<file path="config.mk">
export PLATFORM = sky130hd
export DESIGN_NAME = sfx_tx
export DESIGN_NICKNAME = d
export VERILOG_FILES = /design/src/rtl/sfx_pkg.sv /design/src/rtl/sfx_len_norm.sv /design/src/rtl/sfx_seq.sv /design/src/rtl/sfx_feed.sv /design/src/rtl/sfx_line.sv /design/src/rtl/sfx_tx.sv
export SDC_FILE = /design/constraint.sdc
export NUM_CORES = 1
export LEC_CHECK = 0
export BUFFER_PORTS_ARGS = -buffer_cell sky130_fd_sc_hd__buf_4
export CORE_MARGIN = 2
export CORE_UTILIZATION = 62
export CTS_CLUSTER_SIZE = 40
export DETAILED_ROUTE_END_ITERATION = 8
export PLACE_DENSITY = 0.84
export SYNTH_ARGS = -nofsm -noshare
export SYNTH_HDL_FRONTEND = slang
export SYNTH_SLANG_ARGS = --single-unit
export TNS_END_PERCENT = 10
</file>
<file path="constraint.sdc">
create_clock -name clk -period 4 [get_ports clk]
set_input_delay 0.8 -clock clk [delete_from_list [all_inputs] [get_ports clk]]
set_output_delay 0.8 -clock clk [all_outputs]
set_load 0.05 [all_outputs]
</file>
<file path="src/rtl/sfx_pkg.sv">
package sfx_pkg;
  typedef enum logic [2:0] {
    PH_IDLE = 3'd0,
    PH_ADDR = 3'd1,
    PH_PAD  = 3'd2,
    PH_DATA = 3'd3,
    PH_TAIL = 3'd4
  } sfx_phase_e;
endpackage

</file>
<file path="src/rtl/sfx_len_norm.sv">
module sfx_len_norm #(
  parameter int LEN_W   = 6,
  parameter int MAX_LEN = 32,
  parameter int IDX_W   = 5
) (
  input  logic [LEN_W-1:0] raw_len,
  output logic [IDX_W-1:0] last_idx
);
  localparam logic [LEN_W-1:0] LIM = LEN_W'(MAX_LEN);

  always_comb begin
    if (raw_len == '0)
      last_idx = '0;
    else if (raw_len > LIM)
      last_idx = IDX_W'(MAX_LEN - 1);
    else
      last_idx = IDX_W'(raw_len - 1'b1);
  end
endmodule

</file>
<file path="src/rtl/sfx_seq.sv">
module sfx_seq
  import sfx_pkg::*;
#(
  parameter int DEST_W   = 4,
  parameter int IDX_W    = 5,
  parameter int PAD_CLKS = 5,
  parameter int BYTE_W   = 8
) (
  input  logic              clk,
  input  logic              rst,
  input  logic              cmd_fire,
  input  logic [DEST_W-1:0] dest_in,
  input  logic [IDX_W-1:0]  last_in,
  output sfx_phase_e        phase,
  output logic [IDX_W-1:0]  last_idx,
  output logic              addr_bit,
  output logic              load,
  output logic              frame_last
);
  localparam int CMAX_A  = (DEST_W > PAD_CLKS) ? DEST_W : PAD_CLKS;
  localparam int CNT_MAX = (CMAX_A > BYTE_W) ? CMAX_A : BYTE_W;
  localparam int CNT_W   = (CNT_MAX > 1) ? $clog2(CNT_MAX) : 1;
  localparam logic [CNT_W-1:0] ADDR_END = CNT_W'(DEST_W - 1);
  localparam logic [CNT_W-1:0] PAD_END  = CNT_W'(PAD_CLKS - 1);
  localparam logic [CNT_W-1:0] BIT_END  = CNT_W'(BYTE_W - 1);

  logic [CNT_W-1:0]  cnt;
  logic [IDX_W-1:0]  byte_idx;
  logic [DEST_W-1:0] dest_q;
  logic [DEST_W-1:0] dest_sh;

  always_ff @(posedge clk) begin
    if (rst) begin
      phase    <= PH_IDLE;
      cnt      <= '0;
      byte_idx <= '0;
      dest_q   <= '0;
      last_idx <= '0;
    end else begin
      case (phase)
        PH_IDLE: if (cmd_fire) begin
          phase    <= PH_ADDR;
          cnt      <= '0;
          byte_idx <= '0;
          dest_q   <= dest_in;
          last_idx <= last_in;
        end
        PH_ADDR: if (cnt == ADDR_END) begin
          phase <= PH_PAD;
          cnt   <= '0;
        end else cnt <= cnt + 1'b1;
        PH_PAD: if (cnt == PAD_END) begin
          phase <= PH_DATA;
          cnt   <= '0;
        end else cnt <= cnt + 1'b1;
        PH_DATA: if (cnt == BIT_END) begin
          cnt <= '0;
          if (byte_idx == last_idx) phase <= PH_TAIL;
          else byte_idx <= byte_idx + 1'b1;
        end else cnt <= cnt + 1'b1;
        PH_TAIL: phase <= PH_IDLE;
        default: phase <= PH_IDLE;
      endcase
    end
  end

  always_comb begin
    dest_sh    = dest_q >> cnt;
    addr_bit   = dest_sh[0];
    load       = ((phase == PH_PAD) && (cnt == PAD_END)) ||
                 ((phase == PH_DATA) && (cnt == BIT_END) && (byte_idx != last_idx));
    frame_last = (phase == PH_DATA) && (cnt == BIT_END) && (byte_idx == last_idx);
  end


  pad_len_chk: assert property (@(posedge clk) disable iff (rst)
    (phase == PH_PAD) |-> (cnt <= PAD_END));
endmodule

</file>
<file path="src/rtl/sfx_feed.sv">
module sfx_feed #(
  parameter int BYTE_W = 8,
  parameter int IDX_W  = 5
) (
  input  logic              clk,
  input  logic              rst,
  input  logic              cmd_fire,
  input  logic              active,
  input  logic              shift_en,
  input  logic              load,
  input  logic [IDX_W-1:0]  last_idx,
  input  logic              byte_valid,
  input  logic [BYTE_W-1:0] byte_data,
  output logic              byte_ready,
  output logic              tx_bit
);
  logic [BYTE_W-1:0] hold_q;
  logic [BYTE_W-1:0] shift_q;
  logic              hold_full;
  logic [IDX_W:0]    req_cnt;
  logic              more;
  logic              byte_fire;

  assign more       = (req_cnt <= {1'b0, last_idx});
  assign byte_ready = active && !hold_full && more;
  assign byte_fire  = byte_valid && byte_ready;
  assign tx_bit     = shift_q[0];

  always_ff @(posedge clk) begin
    if (rst) begin
      hold_q    <= '0;
      shift_q   <= '0;
      hold_full <= 1'b0;
      req_cnt   <= '0;
    end else if (cmd_fire) begin
      hold_full <= 1'b0;
      req_cnt   <= '0;
    end else if (load) begin
      if (hold_full) begin
        shift_q   <= hold_q;
        hold_full <= 1'b0;
      end else if (byte_fire) begin
        shift_q <= byte_data;
        req_cnt <= req_cnt + 1'b1;
      end else begin
        shift_q <= '0;
        if (more) req_cnt <= req_cnt + 1'b1;
      end
    end else begin
      if (shift_en) shift_q <= shift_q >> 1;
      if (byte_fire) begin
        hold_q    <= byte_data;
        hold_full <= 1'b1;
        req_cnt   <= req_cnt + 1'b1;
      end
    end
  end


  take_bound_chk: assert property (@(posedge clk) disable iff (rst)
    (byte_fire && !cmd_fire) |=> (req_cnt <= {1'b0, last_idx} + 1'b1));
endmodule

</file>
<file path="src/rtl/sfx_line.sv">
module sfx_line
  import sfx_pkg::*;
(
  input  logic       clk,
  input  logic       rst,
  input  sfx_phase_e phase,
  input  logic       addr_bit,
  input  logic       tx_bit,
  input  logic       frame_last,
  output logic       ser_data,
  output logic       ser_frame_n,
  output logic       ser_valid_n
);
  logic d_nx, f_nx, v_nx;

  always_comb begin
    case (phase)
      PH_ADDR: begin d_nx = addr_bit; f_nx = 1'b0;       v_nx = 1'b1; end
      PH_PAD:  begin d_nx = 1'b1;     f_nx = 1'b0;       v_nx = 1'b1; end
      PH_DATA: begin d_nx = tx_bit;   f_nx = frame_last; v_nx = 1'b0; end
      default: begin d_nx = 1'b0;     f_nx = 1'b1;       v_nx = 1'b1; end
    endcase
  end

  always_ff @(posedge clk) begin
    if (rst) begin
      ser_data    <= 1'b0;
      ser_frame_n <= 1'b1;
      ser_valid_n <= 1'b1;
    end else begin
      ser_data    <= d_nx;
      ser_frame_n <= f_nx;
      ser_valid_n <= v_nx;
    end
  end


  open_valid_chk: assert property (@(posedge clk) disable iff (rst)
    $fell(ser_frame_n) |-> ser_valid_n);

  close_on_bit_chk: assert property (@(posedge clk) disable iff (rst)
    $rose(ser_frame_n) |-> !ser_valid_n);

  idle_after_chk: assert property (@(posedge clk) disable iff (rst)
    $rose(ser_frame_n) |=> (ser_valid_n && ser_frame_n && !ser_data));

  valid_in_frame_chk: assert property (@(posedge clk) disable iff (rst)
    (!ser_valid_n && ser_frame_n) |=> ser_valid_n);
endmodule

</file>
<file path="src/rtl/sfx_tx.sv">
module sfx_tx
  import sfx_pkg::*;
#(
  parameter int DEST_W   = 4,
  parameter int MAX_LEN  = 32,
  parameter int BYTE_W   = 8,
  parameter int PAD_CLKS = 5,
  parameter int LEN_W    = $clog2(MAX_LEN + 1)
) (
  input  logic              clk,
  input  logic              rst,
  input  logic              cmd_valid,
  output logic              cmd_ready,
  input  logic [DEST_W-1:0] cmd_dest,
  input  logic [LEN_W-1:0]  cmd_len,
  input  logic              byte_valid,
  output logic              byte_ready,
  input  logic [BYTE_W-1:0] byte_data,
  output logic              ser_data,
  output logic              ser_frame_n,
  output logic              ser_valid_n,
  output logic              busy
);
  localparam int IDX_W = (MAX_LEN > 1) ? $clog2(MAX_LEN) : 1;

  sfx_phase_e       phase;
  logic [IDX_W-1:0] last_in, last_idx;
  logic             addr_bit, load, frame_last, tx_bit, cmd_fire, active;

  assign cmd_ready = (phase == PH_IDLE);
  assign busy      = (phase != PH_IDLE);
  assign cmd_fire  = cmd_valid && cmd_ready;
  assign active    = (phase == PH_ADDR) || (phase == PH_PAD) || (phase == PH_DATA);

  sfx_len_norm #(.LEN_W(LEN_W), .MAX_LEN(MAX_LEN), .IDX_W(IDX_W)) u_len (
    .raw_len(cmd_len), .last_idx(last_in));

  sfx_seq #(.DEST_W(DEST_W), .IDX_W(IDX_W), .PAD_CLKS(PAD_CLKS), .BYTE_W(BYTE_W)) u_seq (
    .clk(clk), .rst(rst), .cmd_fire(cmd_fire), .dest_in(cmd_dest), .last_in(last_in),
    .phase(phase), .last_idx(last_idx), .addr_bit(addr_bit), .load(load),
    .frame_last(frame_last));

  sfx_feed #(.BYTE_W(BYTE_W), .IDX_W(IDX_W)) u_feed (
    .clk(clk), .rst(rst), .cmd_fire(cmd_fire), .active(active),
    .shift_en(phase == PH_DATA), .load(load), .last_idx(last_idx),
    .byte_valid(byte_valid), .byte_data(byte_data), .byte_ready(byte_ready),
    .tx_bit(tx_bit));

  sfx_line u_line (
    .clk(clk), .rst(rst), .phase(phase), .addr_bit(addr_bit), .tx_bit(tx_bit),
    .frame_last(frame_last), .ser_data(ser_data), .ser_frame_n(ser_frame_n),
    .ser_valid_n(ser_valid_n));


  one_at_a_time_chk: assert property (@(posedge clk) disable iff (rst)
    cmd_fire |=> (busy && !cmd_ready));
endmodule

</file>
==> out/qor.yml, run 1 <==
clocking:
  path_clk_slew_ns: 0.09
  numCtsBuffers: 5
  clk_latency_ns: 0.31
  clockBufferDepth: 2
  cts_htree_levels: 2
  ctsHoldBuffers: 0
  cts_setup_buffers: 0
  clockRootBuffer: "clkbuf_8"
  clkSinkCount: 46
  post_cts_resized: 0
  cts_tree: "built"
pwr:
  powerDensity_mw_per_mm2: 363
  switching_power_uw: 292
  p_total_mw: 1.03
  combPwrFrac_pct: 17.2
  pwr-share-clk_pct: 34.8
  switching_share_pct: 28.4
  internal_power_uw: 736
  seqPwrFrac_pct: 48.0
  p_leak_nw: 1.13
  peakVddDrop_mv: 0.272
timing:
  hold_ws_ns: 0.467
  slew_headroom_pct: 53.0
  layout_worst_path_cycle_share_pct: 80.4
  rsz0062_at_grt: "false"
  worstMarginPinSlew_ns: 0.703
  setup_tns_ns: 0
  setup_viol: 0
  slew_viol_final: 0
  fin_skew_ns: 0.00537
  hold_violations: 0
  fmax_ghz: 0.311
  final.min_clock_period_ns: 3.21
global_route:
  grt_pass1_vias: 1946
  top_usage_layer: "met2"
  grt-ovfl-total: 0
  met3_usage_pct: 5.17
  grt_pass1_wl_um: 8480
  grt_max_degree: 47
  antenna_found_initial: 0
  grt_util_all_layers_pct: 24.9
  use_met2_pct: 44.0
  met1_usage_pct: 29.7
synthesis:
  syn-cell-area_sq_mm: 0.00250
  yosysWarningCount: 0
  synth-seq-cells: 46
  ys_types: 53
  avgSynthCellArea_sq_um: 8.84
  syn_nets: 319
  synth_cells: 283
  synthArstFlopShare_pct: 0
  synth_edf_count: 0
  ys.flop_type: "dfxtp_1"
  yosysSeqAreaShare_pct: 36.8
placed_design:
  hpwlAfterDp_um: 3650
  gp_congestion: 0.855
  dp_cells: 347
  io_buffers: 27
final_layout:
  synthToLayoutAreaGrowth_pct: 13.0
  nets: 340
  n_fill_cell: 317
  layoutNonFillerInstCount: 355
  drive_gt1_share_pct: 16.1
  diodes: 0
detailed_routing:
  avgRoutedWirePerCell_um: 14.4
  drtIter0Drc: 99
  ant_nets: 0
  wirelength_um: 5110
  num_vias: 2060
  drt-pass1-iter-count: 4
  avgViaCountPerCell: 5.80
  route.detailed.drc: 0
setup_path:
  cp_data_arrival_time_ns: 2.41
  critPathKind: "reg -> out"
  crit_fanout: 4
  end_kind: "output pin"
  cp.required_ns: 3.20
  critPathLaunchType: "flop"
floorplanning:
  pin_count: 28
  floorplan.initialDensity_pct: 63.5
  die_area_sq_mm: 0.00456
  core_area_sq_mm: 0.00394
  fp.dieH_um: 67.5
  rows: 23
  fp.dieW_um: 67.5
status:
  outcome: "complete, no violations"
run:
  maxCapViolations: 0
worst_hold_path:
  hold_class: "reg -> reg"
[synth_stat cells (2+ instances only)]
| master | n | area (sq um) |
|---|---|---|
| dfxtp_1 | 46 | 921 |
| nor2_1 | 24 | 90.1 |
| a21oi_1 | 20 | 100 |
| nand2_1 | 20 | 75.1 |
| mux2i_1 | 19 | 190 |
| nand2b_1 | 18 | 113 |
| inv_1 | 16 | 60.1 |
| ha_1 | 14 | 175 |
| clkbuf_1 | 11 | 41.3 |
| xor2_1 | 10 | 87.6 |
| a22oi_1 | 8 | 60.1 |
| nor3_1 | 8 | 40.0 |
| o22ai_1 | 7 | 43.8 |
| o21ai_0 | 6 | 30.0 |
| nand3b_1 | 4 | 30.0 |
| a211oi_1 | 3 | 22.5 |
| nand3_1 | 3 | 15.0 |
| a211o_1 | 2 | 17.5 |
| a21o_1 | 2 | 15.0 |
| a221oi_1 | 2 | 17.5 |
| a31o_2 | 2 | 17.5 |
| a41oi_1 | 2 | 17.5 |
| and3_1 | 2 | 12.5 |
| maj3_1 | 2 | 20.0 |
| nand4_1 | 2 | 12.5 |
| or2_2 | 2 | 12.5 |
| or3_1 | 2 | 12.5 |
[power groups by stage]
stage / Combinational, mW / Clock [mW] / Sequential [mW]
2_1_floorplan: 0.129 / 0 / 0.499
3_3_place_gp: 0.170 / 0 / 0.503
3_5_place_dp: 0.176 / 0 / 0.503
4_1_cts: 0.178 / 0.360 / 0.493
5_1_grt: 0.194 / 0.380 / 0.496
6_report: 0.177 / 0.357 / 0.493
[worst max-delay path, cell delays in order (launching register included)]
cell and delay, ns:
dfxtp_1 0.38, inv_1 0.06, ha_1 0.31, a211o_1 0.29, a31oi_1 0.16, a32oi_1 0.17
or2_4 0.31, nor3_1 0.19, buf_4 0.23
[registers in the layout, indices dropped and copies added (netlist names), 3 cells and up]
signal	cells
u_feed.hold_q	8
u_feed.req_cnt	6
u_feed.shift_q	8
u_seq.byte_idx	5
u_seq.cnt	3
u_seq.dest_q	4
u_seq.last_idx	5
u_seq.phase	3
[layout make-up]
cell class,instances,area [sq um],share of cell area [%]
multi-input cells,207,1470,51.8
flip-flops and latches,46,921,32.6
repair buffers,27,203,7.17
clock buffers,5,68.8,2.43
inverters,17,63.8,2.26
well taps,50,62.6,2.21
clock inverters,3,43.8,1.55
[cell usage in the layout (no fill, tap or decap), types with 2 or more instances in the layout]
cell type and n:
o22ai_1 7, nand2_1 20, ha_1 14, a211oi_1 3, dfxtp_1 46, inv_1 16, xor2_1 10, mux2i_1 19
a211o_1 2, a41oi_1 2, or2_2 2, a22oi_1 8, maj3_1 2, or3_1 2, a221oi_1 2, nor2_1 24
nand2b_1 18, nand4_1 2, clkbuf_8 5, a21o_1 2, and3_1 2, nand3b_1 4, a21oi_1 20, a31o_2 2
buf_4 27, nor3_1 8, o21ai_0 6, nand3_1 3
[routing by layer]
metal,wire [um],share of wire (%),up-vias
li1,-,-,1045
met1,2260,44,969
met2,2590,51,34
met3,174,3.4,12
met4,93,1.8,0
met5,0,0,-
[cell families after synthesis]
| group | Yosys count | share of synthesized area, % |
|---|---|---|
| adders and majority gates | 16 | 7.80 |
| AOI/OAI and AO/OA | 63 | 17.3 |
| buffers and inverters | 30 | 4.65 |
| muxes | 21 | 8.95 |
| and+or+nand+nor | 96 | 20.7 |
| DFF | 46 | 36.8 |
| xor gates and xnor gates | 11 | 3.85 |
[path summary, 6_finish.rpt]
check / start / to / slack, ns / depth (start not counted)
worst max-delay path: u_seq.last_idx[4] / byte_ready / 0.79 / 8
worst min-delay path: u_seq.dest_q[0] / u_seq.dest_q[0] / 0.47 / 2
worst max register to register: u_seq.last_idx[4] / u_feed.hold_q[2] / 1.50 / 8
worst min register to register: u_seq.dest_q[0] / u_seq.dest_q[0] / 0.47 / 2
[per-stage QoR]
stage	cell area, sq um	setup WS, ns	utilization (%)
3_3_place_gp	2720	1.16	68.9
5_1_grt	2830	0.665	71.7
4_1_cts	2830	0.786	71.7
2_1_floorplan	2500	0.592	-
6_report	2830	0.785	71.7
3_5_place_dp	2720	1.14	68.9
Note: power is estimated with default switching activity, not from simulation.
==> run 2: changes to the inputs <==
- CORE_UTILIZATION: 62 -> 52
- PLACE_DENSITY: 0.84 -> 0.75
- clock period: 4 -> 2.9 ns (I/O delays scaled with it)
==> run 2 against run 1 <==
Against the previous run:
- clock-buffer cell count unchanged
- final area grew 2.0%
- final cell count rose by 1.7%
- critical endpoint unchanged
- largest power group unchanged
==> out/qor.yml, run 2 (synthesized netlist as in run 1, its figures left out) <==
timing:
  fmax_ghz: 0.362
  hold_ws_ns: 0.464  # -0.00317 ns
  rsz0062_at_grt: "false"
  final.min_clock_period_ns: 2.77
  setup_viol: 0  # unchanged
  worstMarginPinSlew_ns: 0.649  # -0.0537 ns
  slew_headroom_pct: 56.7  # +3.6 points
  layout_worst_path_cycle_share_pct: 95.4
  slew_viol_final: 0  # unchanged
  hold_violations: 0  # unchanged
  fin_skew_ns: 0.00853  # +0.00316 ns
  layout_setup_ws_ns: 0.134  # -0.652 ns
  setup_tns_ns: 0  # unchanged
floorplanning:
  rows: 25  # +8.7%
  pin_count: 28  # unchanged
  fp.dieW_um: 73.4  # +8.6%
  core_area_sq_mm: 0.00469  # +19%
  die_area_sq_mm: 0.00538  # +18%
  fp.dieH_um: 73.4  # +8.6%
  floorplan.initialDensity_pct: 53.3  # -10 points
final_layout:
  multi_input_area_sq_mm: 0.00150  # +2.1%
  nets: 342  # +0.59%
  diodes: 0  # unchanged
  final_common_cell: "dfxtp_1"
  drive_gt1_share_pct: 18.2  # +2.2 points
  final_util_pct: 61.5  # -10 points
  n_fill_cell: 410  # +29%
  regArea_sq_um: 922  # +0.14%
  layout_common_cells: "45 x dfxtp_1, 28 x buf_4, 24 x nor2_1"
  finish.instance_area_sq_mm: 0.00289  # +2.0%
  largestRegisters: "u_feed.hold_q (8), u_feed.shift_q (8), u_feed.req_cnt (6)"
  synthToLayoutAreaGrowth_pct: 15.3
clocking:
  clockRootBuffer: "clkbuf_8"
  cts_setup_buffers: 0  # unchanged
  numCtsBuffers: 5  # unchanged
  clk_latency_ns: 0.30  # about the same
  clkSinkCount: 46  # unchanged
  cts_htree_levels: 2  # unchanged
  clockBufferDepth: 2  # unchanged
  cts_tree: "built"
  path_clk_slew_ns: 0.08  # about the same
detailed_routing:
  drt-pass1-iter-count: 4  # unchanged
  wirelength_um: 4670  # -8.7%
  avgViaCountPerCell: 5.60  # -3.5%
  num_vias: 2021  # -1.9%
  avgRoutedWirePerCell_um: 12.9  # -10%
  route.detailed.drc: 0  # unchanged
  ant_nets: 0  # unchanged
  drtIter0Drc: 73  # -26%
setup_path:
  critPathTopFamily: "compound AO/OA/AOI/OAI gates"
  slowest_delay_ns: 0.35  # -0.03 ns
  crit_fanout: 4  # unchanged
  critPathSlowestCell: "dfxtp_2"
  end_kind: "output pin"
  critPathLaunchType: "flop"
  critPathKind: "reg -> out"
  cp_data_arrival_time_ns: 2.19  # -0.22 ns
  cp.required_ns: 2.32  # -0.88 ns
  worstPathCellList: "inv_1 > ha_4 > a211o_1 > a31oi_2 > a32oi_2 > or2_4 > nor3_2 > buf_6"
  path_buf_inv: 2  # unchanged
placed_design:
  place_ws_ns: 0.335  # -0.803 ns
  hpwlAfterDp_um: 3380  # -7.4%
  placed_area_sq_mm: 0.00274  # +0.92%
  gp_congestion: 0.814  # -4.7%
  io_buffers: 27  # unchanged
global_route:
  grt_pass1_wl_um: 8180  # -3.5%
  grt-ovfl-total: 0  # unchanged
  grt_max_degree: 47  # unchanged
  grt_pass1_vias: 1857  # -4.6%
  antenna_found_initial: 0  # unchanged
  grt_util_all_layers_pct: 19.3  # -5.6 points
pwr:
  powerDensity_mw_per_mm2: 489  # +35%
  peakVddDrop_mv: 0.251  # -7.7%
  p_leak_nw: 1.13  # +0.65%
worst_hold_path:
  hold_class: "reg -> reg"
run:
  maxCapViolations: 0  # unchanged
status:
  outcome: "complete, no violations"
## run 2: cell types whose count changed in the layout (fill, tap and decap cells not counted), sizes merged
cell / before / now
clkinvlp: 0 / 2
buf: 27 / 29
inv: 18 / 17
clkinv: 1 / 0
## run 2: repair_timing
action | in CTS | in global routing
gates resized for setup | 1 | 4
hold buffers | 0 | 0
pin swaps | 0 | 1
endpoints found under the setup margin | 1 | 1
hold endpoints to repair | 0 | 0
## run 2: worst min-delay path, delay by kind of cell (launching register included)
family / cells / cell delay (ns)
flip-flops: 1 / 0.32
AO/OA/AOI/OAI: 1 / 0.06
AND/OR/NAND/NOR: 1 / 0.05
## run 2: report_power, final
group | total, mW | internal (mW) | switching (mW)
Combinational | 0.251 | 0.109 | 0.142
Clock | 0.481 | 0.256 | 0.225
Sequential | 0.680 | 0.655 | 0.0241
## run 2: cell type report
class	count	area share, %
clock buffer	5	2.39
clock inverter	3	1.56
inverter	17	2.21
multi-input combinational	207	51.9
sequential	46	32.0
tap	54	2.34
timing repair buffer	29	7.68
## run 2: path summary, 6_finish.rpt
kind                          start               end  slack [ns]  depth (start not counted)
hold / removal      u_seq.dest_q[3]   u_seq.dest_q[3]        0.46                          2
hold reg to reg     u_seq.dest_q[3]   u_seq.dest_q[3]        0.46                          2
setup / recovery  u_seq.last_idx[4]        byte_ready        0.13                          8
setup reg to reg  u_seq.last_idx[4]  u_feed.hold_q[0]        0.57                          8
## run 2: stage by stage
| step | total power [mW] | cells |
|---|---|---|
| 6_report | 1.41 | 361 |
| 5_1_grt | 1.48 | 361 |
| 4_1_cts | 1.42 | 361 |
| 3_5_place_dp | 0.939 | 353 |
| 3_3_place_gp | 0.935 | 353 |
| 2_1_floorplan | 0.868 | 283 |
## run 2: layer usage
layer | vias to the layer above | GRT usage [%] | share of wire, %
li1 | 1049 | - | -
met1 | 946 | 25.1 | 49
met2 | 18 | 31.5 | 48
met3 | 8 | 4.39 | 2.3
met4 | 0 | 6.67 | 1.3
met5 | - | 0 | 0
